[src/rtl/svf_pkg.sv]
package svf_pkg;

  localparam int SHIFT_SINGLE = 20;
  localparam int SHIFT_CHUNK  = 14;
  localparam int Q_SHIFT      = 10;
  localparam int K_SHIFT      = 6;

  // trunc(2*pi*f*1.048576) for f = 16 kHz and 4 kHz
  localparam int CAP_SINGLE = 105414;
  localparam int CAP_CHUNK  = 26353;

  localparam int Q_W = 12;

  typedef enum logic {
    STEP_SINGLE = 1'b0,
    STEP_CHUNK  = 1'b1
  } step_mode_e;

  // trunc(1024 / (0.707 + r/15))
  function automatic logic [Q_W-1:0] qdiv_lut(input logic [3:0] r);
    logic [Q_W-1:0] v;
    case (r)
      4'd0:    v = 12'd1448;
      4'd1:    v = 12'd1323;
      4'd2:    v = 12'd1218;
      4'd3:    v = 12'd1128;
      4'd4:    v = 12'd1051;
      4'd5:    v = 12'd984;
      4'd6:    v = 12'd925;
      4'd7:    v = 12'd872;
      4'd8:    v = 12'd825;
      4'd9:    v = 12'd783;
      4'd10:   v = 12'd745;
      4'd11:   v = 12'd710;
      4'd12:   v = 12'd679;
      4'd13:   v = 12'd650;
      4'd14:   v = 12'd624;
      default: v = 12'd599;
    endcase
    return v;
  endfunction

endpackage

[src/rtl/svf_coef.sv]
module svf_coef
  import svf_pkg::*;
#(
  parameter int W0_W = 18,
  parameter int K_W  = 4
) (
  input  logic [W0_W-1:0] w0,
  input  step_mode_e      mode,
  input  logic [K_W-1:0]  k,
  output logic [W0_W-1:0] coef
);

  localparam int WK_W = W0_W + K_W;
  localparam logic [W0_W-1:0] CAP1 = W0_W'(CAP_SINGLE);
  localparam logic [W0_W-1:0] CAP4 = W0_W'(CAP_CHUNK);

  logic [W0_W-1:0] w_single;
  logic [W0_W-1:0] w_chunk;
  logic [WK_W-1:0] wk_full;

  always_comb begin
    w_single = (w0 > CAP1) ? CAP1 : w0;
    w_chunk  = (w0 > CAP4) ? CAP4 : w0;
    wk_full  = WK_W'(w_chunk) * WK_W'(k);
    if (mode == STEP_CHUNK) coef = W0_W'(wk_full >> K_SHIFT);
    else                    coef = w_single;
  end

endmodule

[src/rtl/svf_step.sv]
module svf_step
  import svf_pkg::*;
#(
  parameter int DATA_W = 24,
  parameter int VI_W   = 16,
  parameter int W0_W   = 18
) (
  input  logic signed [DATA_W-1:0] hp,
  input  logic signed [DATA_W-1:0] bp,
  input  logic signed [DATA_W-1:0] lp,
  input  logic        [W0_W-1:0]   coef,
  input  step_mode_e               mode,
  input  logic        [Q_W-1:0]    qdiv,
  input  logic signed [VI_W-1:0]   vi,
  output logic signed [DATA_W-1:0] hp_n,
  output logic signed [DATA_W-1:0] bp_n,
  output logic signed [DATA_W-1:0] lp_n
);

  localparam int PROD_W  = DATA_W + W0_W + 1;
  localparam int QPROD_W = DATA_W + Q_W + 1;

  logic signed [PROD_W-1:0]  coef_s;
  logic signed [PROD_W-1:0]  p_hp;
  logic signed [PROD_W-1:0]  p_bp;
  logic signed [PROD_W-1:0]  s_hp;
  logic signed [PROD_W-1:0]  s_bp;
  logic signed [DATA_W-1:0]  d_bp;
  logic signed [DATA_W-1:0]  d_lp;
  logic signed [QPROD_W-1:0] q_s;
  logic signed [QPROD_W-1:0] qp;
  logic signed [DATA_W-1:0]  q_term;

  always_comb begin
    // integrator increments, both from the pre-step states
    coef_s = $signed(PROD_W'(coef));
    p_hp   = coef_s * PROD_W'(hp);
    p_bp   = coef_s * PROD_W'(bp);
    if (mode == STEP_CHUNK) begin
      s_hp = p_hp >>> SHIFT_CHUNK;
      s_bp = p_bp >>> SHIFT_CHUNK;
    end else begin
      s_hp = p_hp >>> SHIFT_SINGLE;
      s_bp = p_bp >>> SHIFT_SINGLE;
    end
    d_bp = DATA_W'(s_hp);
    d_lp = DATA_W'(s_bp);
    bp_n = bp - d_bp;
    lp_n = lp - d_lp;
    // summer uses the freshly updated integrators
    q_s    = $signed(QPROD_W'(qdiv));
    qp     = QPROD_W'(bp_n) * q_s;
    q_term = DATA_W'(qp >>> Q_SHIFT);
    hp_n   = q_term - lp_n - DATA_W'(vi);
  end

endmodule

[src/rtl/svf_seq.sv]
module svf_seq #(
  parameter int CNT_W     = 16,
  parameter int CHUNK_MAX = 8,
  parameter int K_W       = 4
) (
  input  logic             clk,
  input  logic             rst,
  input  logic             enable,
  input  logic             req_valid,
  input  logic             req_multi,
  input  logic [CNT_W-1:0] req_cycles,
  output logic             req_ready,
  output logic             accept,
  output logic             step_fire,
  output logic             busy,
  output logic [K_W-1:0]   k,
  output logic             res_valid
);

  localparam logic [CNT_W-1:0] CMAX = CNT_W'(CHUNK_MAX);

  logic [CNT_W-1:0] rem;
  logic             last_chunk;

  assign req_ready  = enable && !busy;
  assign accept     = req_valid && req_ready;
  assign step_fire  = (accept && !req_multi) || busy;
  assign last_chunk = (rem <= CMAX);

  always_comb begin
    if (rem > CMAX) k = K_W'(CHUNK_MAX);
    else            k = rem[K_W-1:0];
  end

  always_ff @(posedge clk) begin
    if (rst || !enable) begin
      busy      <= 1'b0;
      rem       <= '0;
      res_valid <= 1'b0;
    end else begin
      res_valid <= 1'b0;
      if (accept) begin
        if (!req_multi || req_cycles == '0) begin
          res_valid <= 1'b1;
        end else begin
          busy <= 1'b1;
          rem  <= req_cycles;
        end
      end else if (busy) begin
        rem <= rem - CNT_W'(k);
        if (last_chunk) begin
          busy      <= 1'b0;
          res_valid <= 1'b1;
        end
      end
    end
  end

  assert_chunk_bound_R5: assert property (@(posedge clk) disable iff (rst)
    busy |-> (k >= K_W'(1) && k <= K_W'(CHUNK_MAX)));

  assert_rem_shrinks_R5: assert property (@(posedge clk) disable iff (rst)
    (busy && $past(busy)) |-> (rem < $past(rem)));

  assert_busy_blocks_R7: assert property (@(posedge clk) disable iff (rst)
    busy |-> !req_ready);

  assert_done_after_work_R6: assert property (@(posedge clk) disable iff (rst)
    res_valid |-> !busy);

endmodule

[src/rtl/svf_core.sv]
module svf_core
  import svf_pkg::*;
#(
  parameter int DATA_W    = 24,
  parameter int VI_W      = 16,
  parameter int W0_W      = 18,
  parameter int CNT_W     = 16,
  parameter int CHUNK_MAX = 8
) (
  input  logic                     clk,
  input  logic                     rst,
  input  logic                     enable,
  input  logic                     req_valid,
  output logic                     req_ready,
  input  logic                     req_multi,
  input  logic        [CNT_W-1:0]  req_cycles,
  input  logic signed [VI_W-1:0]   req_vi,
  input  logic        [W0_W-1:0]   req_w0,
  input  logic        [3:0]        req_res,
  output logic                     res_valid,
  output logic                     busy,
  output logic signed [DATA_W-1:0] hp_out,
  output logic signed [DATA_W-1:0] bp_out,
  output logic signed [DATA_W-1:0] lp_out
);

  localparam int K_W = $clog2(CHUNK_MAX + 1);
  localparam logic [W0_W-1:0] CAP1_V  = W0_W'(CAP_SINGLE);
  localparam logic [W0_W-1:0] CHUNK_V = W0_W'((CAP_CHUNK * CHUNK_MAX) >> K_SHIFT);

  logic                     accept;
  logic                     step_fire;
  logic [K_W-1:0]           k;
  logic signed [VI_W-1:0]   lat_vi;
  logic        [W0_W-1:0]   lat_w0;
  logic        [3:0]        lat_res;
  logic signed [VI_W-1:0]   vi_sel;
  logic        [W0_W-1:0]   w0_sel;
  logic        [3:0]        res_sel;
  logic        [Q_W-1:0]    qdiv;
  step_mode_e               mode;
  logic        [W0_W-1:0]   coef;
  logic signed [DATA_W-1:0] hp_q, bp_q, lp_q;
  logic signed [DATA_W-1:0] hp_n, bp_n, lp_n;

  svf_seq #(.CNT_W(CNT_W), .CHUNK_MAX(CHUNK_MAX), .K_W(K_W)) u_seq (
    .clk        (clk),
    .rst        (rst),
    .enable     (enable),
    .req_valid  (req_valid),
    .req_multi  (req_multi),
    .req_cycles (req_cycles),
    .req_ready  (req_ready),
    .accept     (accept),
    .step_fire  (step_fire),
    .busy       (busy),
    .k          (k),
    .res_valid  (res_valid)
  );

  // request fields captured at the handshake for chunked work
  always_ff @(posedge clk) begin
    if (rst) begin
      lat_vi  <= '0;
      lat_w0  <= '0;
      lat_res <= '0;
    end else if (accept) begin
      lat_vi  <= req_vi;
      lat_w0  <= req_w0;
      lat_res <= req_res;
    end
  end

  always_comb begin
    mode    = busy ? STEP_CHUNK : STEP_SINGLE;
    vi_sel  = busy ? lat_vi  : req_vi;
    w0_sel  = busy ? lat_w0  : req_w0;
    res_sel = busy ? lat_res : req_res;
    qdiv    = qdiv_lut(res_sel);
  end

  svf_coef #(.W0_W(W0_W), .K_W(K_W)) u_coef (
    .w0   (w0_sel),
    .mode (mode),
    .k    (k),
    .coef (coef)
  );

  svf_step #(.DATA_W(DATA_W), .VI_W(VI_W), .W0_W(W0_W)) u_step (
    .hp   (hp_q),
    .bp   (bp_q),
    .lp   (lp_q),
    .coef (coef),
    .mode (mode),
    .qdiv (qdiv),
    .vi   (vi_sel),
    .hp_n (hp_n),
    .bp_n (bp_n),
    .lp_n (lp_n)
  );

  always_ff @(posedge clk) begin
    if (rst || !enable) begin
      hp_q <= '0;
      bp_q <= '0;
      lp_q <= '0;
    end else if (step_fire) begin
      hp_q <= hp_n;
      bp_q <= bp_n;
      lp_q <= lp_n;
    end
  end

  assign hp_out = hp_q;
  assign bp_out = bp_q;
  assign lp_out = lp_q;

  assert_single_cap_R3: assert property (@(posedge clk) disable iff (rst)
    (step_fire && !busy) |-> (coef <= CAP1_V));

  assert_chunk_cap_R4: assert property (@(posedge clk) disable iff (rst)
    busy |-> (coef <= CHUNK_V));

  assert_disabled_zero_R8: assert property (@(posedge clk) disable iff (rst)
    !enable |=> (hp_q == '0 && bp_q == '0 && lp_q == '0));

  assert_hold_idle_R10: assert property (@(posedge clk) disable iff (rst)
    (enable && !step_fire) |=> (!enable || ($stable(hp_q) && $stable(bp_q) && $stable(lp_q))));

endmodule

[config.mk]
export PLATFORM = sky130hd
export DESIGN_NAME = svf_core
export DESIGN_NICKNAME = d
export VERILOG_FILES = /design/src/rtl/svf_pkg.sv /design/src/rtl/svf_coef.sv /design/src/rtl/svf_step.sv /design/src/rtl/svf_seq.sv /design/src/rtl/svf_core.sv
export SDC_FILE = /design/constraint.sdc
export NUM_CORES = 2
export LEC_CHECK = 0
export BUFFER_PORTS_ARGS = -buffer_cell sky130_fd_sc_hd__buf_4
export CAP_MARGIN = 20
export CORE_AREA = 4 4 340 342
export CTS_BUF_LIST = sky130_fd_sc_hd__clkbuf_4 sky130_fd_sc_hd__clkbuf_8
export DETAILED_ROUTE_END_ITERATION = 10
export DIE_AREA = 0 0 344 346
export PLACE_DENSITY_LB_ADDON = 0.05
export RECOVER_POWER = 50
export SLEW_MARGIN = 20
export SYNTH_ARGS = -nofsm -noshare
export SYNTH_HDL_FRONTEND = slang
export SYNTH_SLANG_ARGS = --single-unit
[constraint.sdc]
create_clock -name clk -period 38.7 [get_ports clk]
set_input_delay 3.87 -clock clk [delete_from_list [all_inputs] [get_ports clk]]
set_output_delay 3.87 -clock clk [all_outputs]
set_load 0.01 [all_outputs]
# == Word level (Yosys, flattened, before mapping) ==
# Memories as Yosys holds them, arrays and structs flattened.
# Index checks and enable logic that the tools add are counted.
# op_classes
muxes,21
addsub,5
eq_ne,1
order_cmp,4
multipliers,4
reduce_logical,12
# op_table
cell,n
$mul 19x24->43,2
$mux 18,4
$sub 24x24->24,3
$mux 16,4
$mux 24,2
$mul 24x13->34,1
$sub 24x16->24,1
$mul 18x4->22,1
$gt 18x15->1 const B,1
$gt 18x17->1 const B,1
$gt 16x4->1 const B,1
$le 16x4->1 const B,1
$logic_not 16->1,1
$sub 16x4->16,1
$mux 1,9
$mux 4,2
$logic_and 1x1->1,3
$logic_not 1->1,3
$logic_or 1x1->1,3
$ne 2x2->1 const B,1
$reduce_and 2->1,1
$reduce_bool 2->1,1
# totals
mem_count,1
reg_bits,128
romBits,176
elab_cells,57
out_inout_bits,75
inputBits,59
# memory_table
name,words,width,read_ports,rd_ports_with_merged_regs,write_ports,line_no,source
(name not given),16,11,1,0,0,svf_pkg.sv:22,case (r)

# == Depth between registers and ports, before layout ==
# logic_depth
ltp_word,11
mapped_depth,109
mapped_depth_nobuf,105

# == Hierarchy ==
# From an unflattened synthesis, not the netlist that was laid out.
# hier_totals
cells_unflattened,5866
area_unflattened_um2,52021.1
# modules_own_cells
mod,instances,seq_area_each_um2,cells_each,area_per_inst_um2
svf_step,1,0.0,4910,43620.6
svf_core,1,2202.1,440,4621.9
svf_coef,1,0.0,340,2449.8
svf_seq,1,360.3,176,1328.8

# == Least setup slack after synthesis ==
# Ideal clock, no wire load.
# synth_timing
path_kind,input port to flip-flop
start,input port req_w0[16]
end,register hp_q[23] (netlist: hp_out[23])
path_stages,102
setup_ns,0.132
path_slack_ns,13.574
arrival_ns,24.993
cell_sequence,nor4_4 a21oi_2 nor4_1 o211ai_1 nand2_1 inv_1 a31oi_1 clkbuf_1 nand2b_1 nor2_1 fa_1 inv_1 fa_1 inv_1 ha_1 and4_1 nand4_1 a2111oi_4 [... 66 more ...] and2_1 o21a_1 or2_2 fa_1 inv_1 ha_1 a21oi_1 nor2b_1 o21ai_0 nand2b_1 a221oi_1 o21ai_0 a21oi_1 xnor2_1 xnor2_1 xnor2_1 xnor2_1 a21oi_1
# synth_via
elab_chain_len,11
# synth_rtl
item,line_no,source
from (decl),svf_core.sv:18,"input logic [W0_W-1:0] req_w0,"
$mux 18 (*),svf_core.sv:77,w0_sel = busy ? lat_w0 : req_w0;
$gt 18x15->1,svf_coef.sv:23,w_chunk = (w0 > CAP4) ? CAP4 : w0;
$mux 18,svf_coef.sv:23,
$mul 18x4->22,svf_coef.sv:24,wk_full = WK_W'(w_chunk) * WK_W'(k);
$mux 18 (*),svf_coef.sv:25,if (mode == STEP_CHUNK) coef = W0_W'(wk_full >> K_SHIFT);
$mul 19x24->43,svf_step.sv:37,p_hp = coef_s * PROD_W'(hp);
$mux 24,svf_step.sv:39,if (mode == STEP_CHUNK) begin
$sub 24x24->24,svf_step.sv:48,bp_n = bp - d_bp;
$mul 24x13->34,svf_step.sv:52,qp = QPROD_W'(bp_n) * q_s;
$sub 24x24->24 (*),svf_step.sv:54,hp_n = q_term - lp_n - DATA_W'(vi);
$sub 24x16->24 (*),svf_step.sv:54,
to (signal assigned),svf_core.sv:108,hp_q <= hp_n;
to (decl),svf_core.sv:43,"logic signed [DATA_W-1:0] hp_q, bp_q, lp_q;"
# Mark *: on every way between the ends. The rest lies on a longest branch, timed or not.
# A chain may end at the register's enable or synchronous reset.

# == Worst setup path in the final report ==
# Ends and elaborated chain as after synthesis.

==> results by group <==
Clock network
  • Clock-pin slew on the worst setup and hold paths: 0.14 ns
  • CTS H-tree lvls: 4
  • TritonCTS clock tree: built
  • Clock sink total: between 100 and 150
  • Setup fix buffers added after clock tree synthesis: 0
  • Later-pin clock latency in the skew report: between 0.5 and 0.6 ns
  • PostCTS Resize Cnt: 0
  • Inserted Clock Buffers: 17
  • Maximum root-to-sink buffer count: 2
  • Total of hold buffers inserted after clock tree synthesis: 0
  • Cell at the root of the clock tree: clkbuf_8

Synth
  • Flop and latch count out of synthesis: approximately 130
  • Share of Yosys cell area claimed by the top area cell type: between 40% and 50%
  • Number of cells produced by synthesis: 5931
  • Synth area leader: fa_1
  • Fraction of registers with async set/reset: 0%
  • Leading post-synthesis cells by cell area: fa_1, inv_1, ha_1
  • Number of synthesized flops with an enable pin: 0
  • Dominant cell by count in the synthesized netlist: inv_1
  • Top cells by count, synth: inv_1, fa_1, nand2_1
  • Main synth FF type: dfxtp_1
  • Seq/Total Area, Yosys: 5.083%
  • Avg Inst Size Synth: between 8 and 9 um^2
  • Cell area after technology mapping: between 50000 and 60000 um^2
  • Synth unique cells: 91
  • Number of warnings issued by yosys: 0

Routing
  • Overall via count from detail_route: between 30000 and 40000
  • Per-cell via count in the routed design: 5.148
  • Antenna-violating nets left: 0
  • Number of optimization iterations in the first detailed-route pass: 6
  • WL per Instance: between 20 and 25 um
  • Routed wire length: 156000 um
  • Initial DRC count: around 2400
  • Detailed-route DRC error count: 0

Setup path
  • Slowest stage delay, CP: about 0.6 ns
  • Type of destination of the critical path: flip-flop
  • Maximum net fanout on the critical path: 48
  • Critical path data required time: 39.17 ns
  • R2r startpoint: u_seq.busy
  • Number of buffers and inverters on the critical path: 15
  • Timing startpoint of the critical path: req_w0[16]
  • Slowest cell on crit path: buf_4
  • Startpoint class of the critical path: primary input
  • Arrival time worst endpoint: 28.34 ns
  • Worst path top cell family by delay: compound AO/OA/AOI/OAI gates
  • CP Class: in2reg
  • Crit-path most repeated cell: fa_1

Place
  • Placer congestion estimate: 0.9170
  • Port buffer count: 133
  • HPWL after DPL: about 120000 um
  • Placement-stage cell area: 53470 um^2

Die
  • Die width: ~340 um
  • Vertical die dimension: around 350 um
  • Effective utilization at floorplan: between 40% and 50%
  • Floorplan die area: roughly 120000 um^2
  • Core outline area: 112300 um^2
  • Row count: roughly 120
  • Top-level I/O count: between 100 and 150

STA
  • Worst slew pin tran: ~3.1 ns
  • Max-slew headroom: -104.9%
  • Fin Clk Skew: approximately 0.046 ns
  • Final count of negative-setup-slack endpoints: 0
  • Minimum period implied by the final worst setup slack: 27.88 ns
  • Fraction of the cycle the final worst path needs: 72.04%
  • Number of hold-slack violations in the final timing report: 0
  • Setup repair after global routing missed its margin: false
  • Total negative slack for setup checks: 0 ns
  • Final Max Tran Viols: 425
  • Hold slack: about 0.46 ns
  • Fmax: 35.87 MHz

Run status
  • Outcome: complete, but fails checks
  • Failing checks: capacitance limit, slew limit

Flow run
  • Number of max-cap violations: 16

Min path
  • Class of the worst hold path: reg2reg
  • Hold Startpoint: hp_out[11]

Final layout
  • Number of nets in the layout: roughly 7600
  • Final instance area: between 50000 and 60000 um^2
  • Area growth from synthesis to final layout: 6.442%
  • Fraction of layout instances using a drive strength above 1: 4.686%

Global routing
  • Global-route wire length before repair: between 200000 and 250000 um
  • Remaining global-route overflow: 0
  • Number of global-route vias before repair: 41690
  • Antenna violations before repair: 8
  • Global-route usage over all layers: between 20% and 30%
  • Largest net degree at the start of global routing: between 70 and 80
## area by class of cell
type | count | area [um^2]
Sequential cell | 128 | 2567
Timing Repair Buffer | 228 | 1501
Fill cell | 11320 | 58680
Clock inverter | 14 | 153.9
Tap cell | 1500 | 1877
Multi-Input combinational cell | 4200 | 42020
Clock buffer | 18 | 247.7
Inverter | 1409 | 5289
Antenna cell | 2 | 5.005
## logic make-up (layout without fill, tap and decap cells)
| group | Yosys count | count (layout) | share of synthesized area, % |
|---|---|---|---|
| XOR/XNOR | 185 | 185 | 3.214 |
| adder cells (fa/ha/maj) | 1519 | 1519 | 54.58 |
| buffers and inverters | 1664 | 1669 | 12.51 |
| AND/OR/NAND/NOR | 1813 | 1813 | 16.40 |
| multiplexers | 53 | 53 | 1.082 |
| AO/OA/AOI/OAI | 567 | 567 | 7.110 |
| flip-flops | 128 | 128 | 5.083 |
| other | 2 | 65 | 0.01490 |
## flip-flops by register name (all words and copies together), names as in the netlist
signal,cells
bp_out,24
hp_out,24
lat_res,4
lat_vi,16
lat_w0,18
lp_out,24
u_seq.busy,1
u_seq.rem,16
u_seq.res_valid,1
## placed cells by master (no fill, tap or decap), types with 8 or more instances in the layout
| cell | n |
|---|---|
| fa_1 | 1134 |
| xor2_1 | 48 |
| inv_1 | 1408 |
| o21bai_1 | 23 |
| nor2_1 | 295 |
| nand3_1 | 40 |
| nor2b_1 | 35 |
| o21ai_0 | 72 |
| and2_1 | 310 |
| clkbuf_1 | 56 |
| o211ai_1 | 9 |
| and3_1 | 16 |
| clkbuf_8 | 18 |
| a211oi_1 | 27 |
| or2_2 | 9 |
| mux2_2 | 8 |
| mux2i_1 | 44 |
| xnor2_1 | 134 |
| a31oi_1 | 19 |
| a21o_1 | 44 |
| nand4_1 | 18 |
| nor4_1 | 11 |
| a211o_1 | 8 |
| or3_1 | 17 |
| ha_1 | 385 |
| nor3_1 | 57 |
| buf_4 | 172 |
| a21oi_1 | 236 |
| conb_1 | 63 |
| o21a_1 | 31 |
| dfxtp_1 | 126 |
| nand2b_1 | 42 |
| nand2_1 | 926 |
## through the flow
stage / utilization (%) / worst slack, ns / instances
after global placement: 47.59 / 10.69 / 7464
after global routing: 47.77 / 8.864 / 7498
after CTS: 47.95 / 10.96 / 7496
final: 47.77 / 10.82 / 7499
after floorplan: - / 13.57 / 5992
after detailed placement: 47.59 / 10.37 / 7464
## final timing paths
| path | endpoint | slack, ns | depth (start not counted) |
|---|---|---|---|
| worst max-delay path | hp_out[23] | 10.82 | 104 |
| worst min register to register | hp_out[11] | 0.46 | 2 |
| worst max register to register | hp_out[23] | 12.89 | 103 |
| worst min-delay path | hp_out[11] | 0.46 | 2 |
## worst min-delay path: stages (launching register included)
cell and delay, ns:
dfxtp_1 0.32, nand2_1 0.05, a21oi_1 0.05
## routing by layer
layer	up-vias	wire (um)	GRT usage, %	share of wire [%]
met2	886	74000	44.92	47
met5	-	12	0	0.0077
li1	17670	-	-	-
met3	137	8294	3.443	5.3
met4	2	2694	4.914	1.7
met1	19910	71010	39.17	46
Power is not shown: default switching activity piles up to over one toggle a cycle in this logic, so the estimate is an artifact.
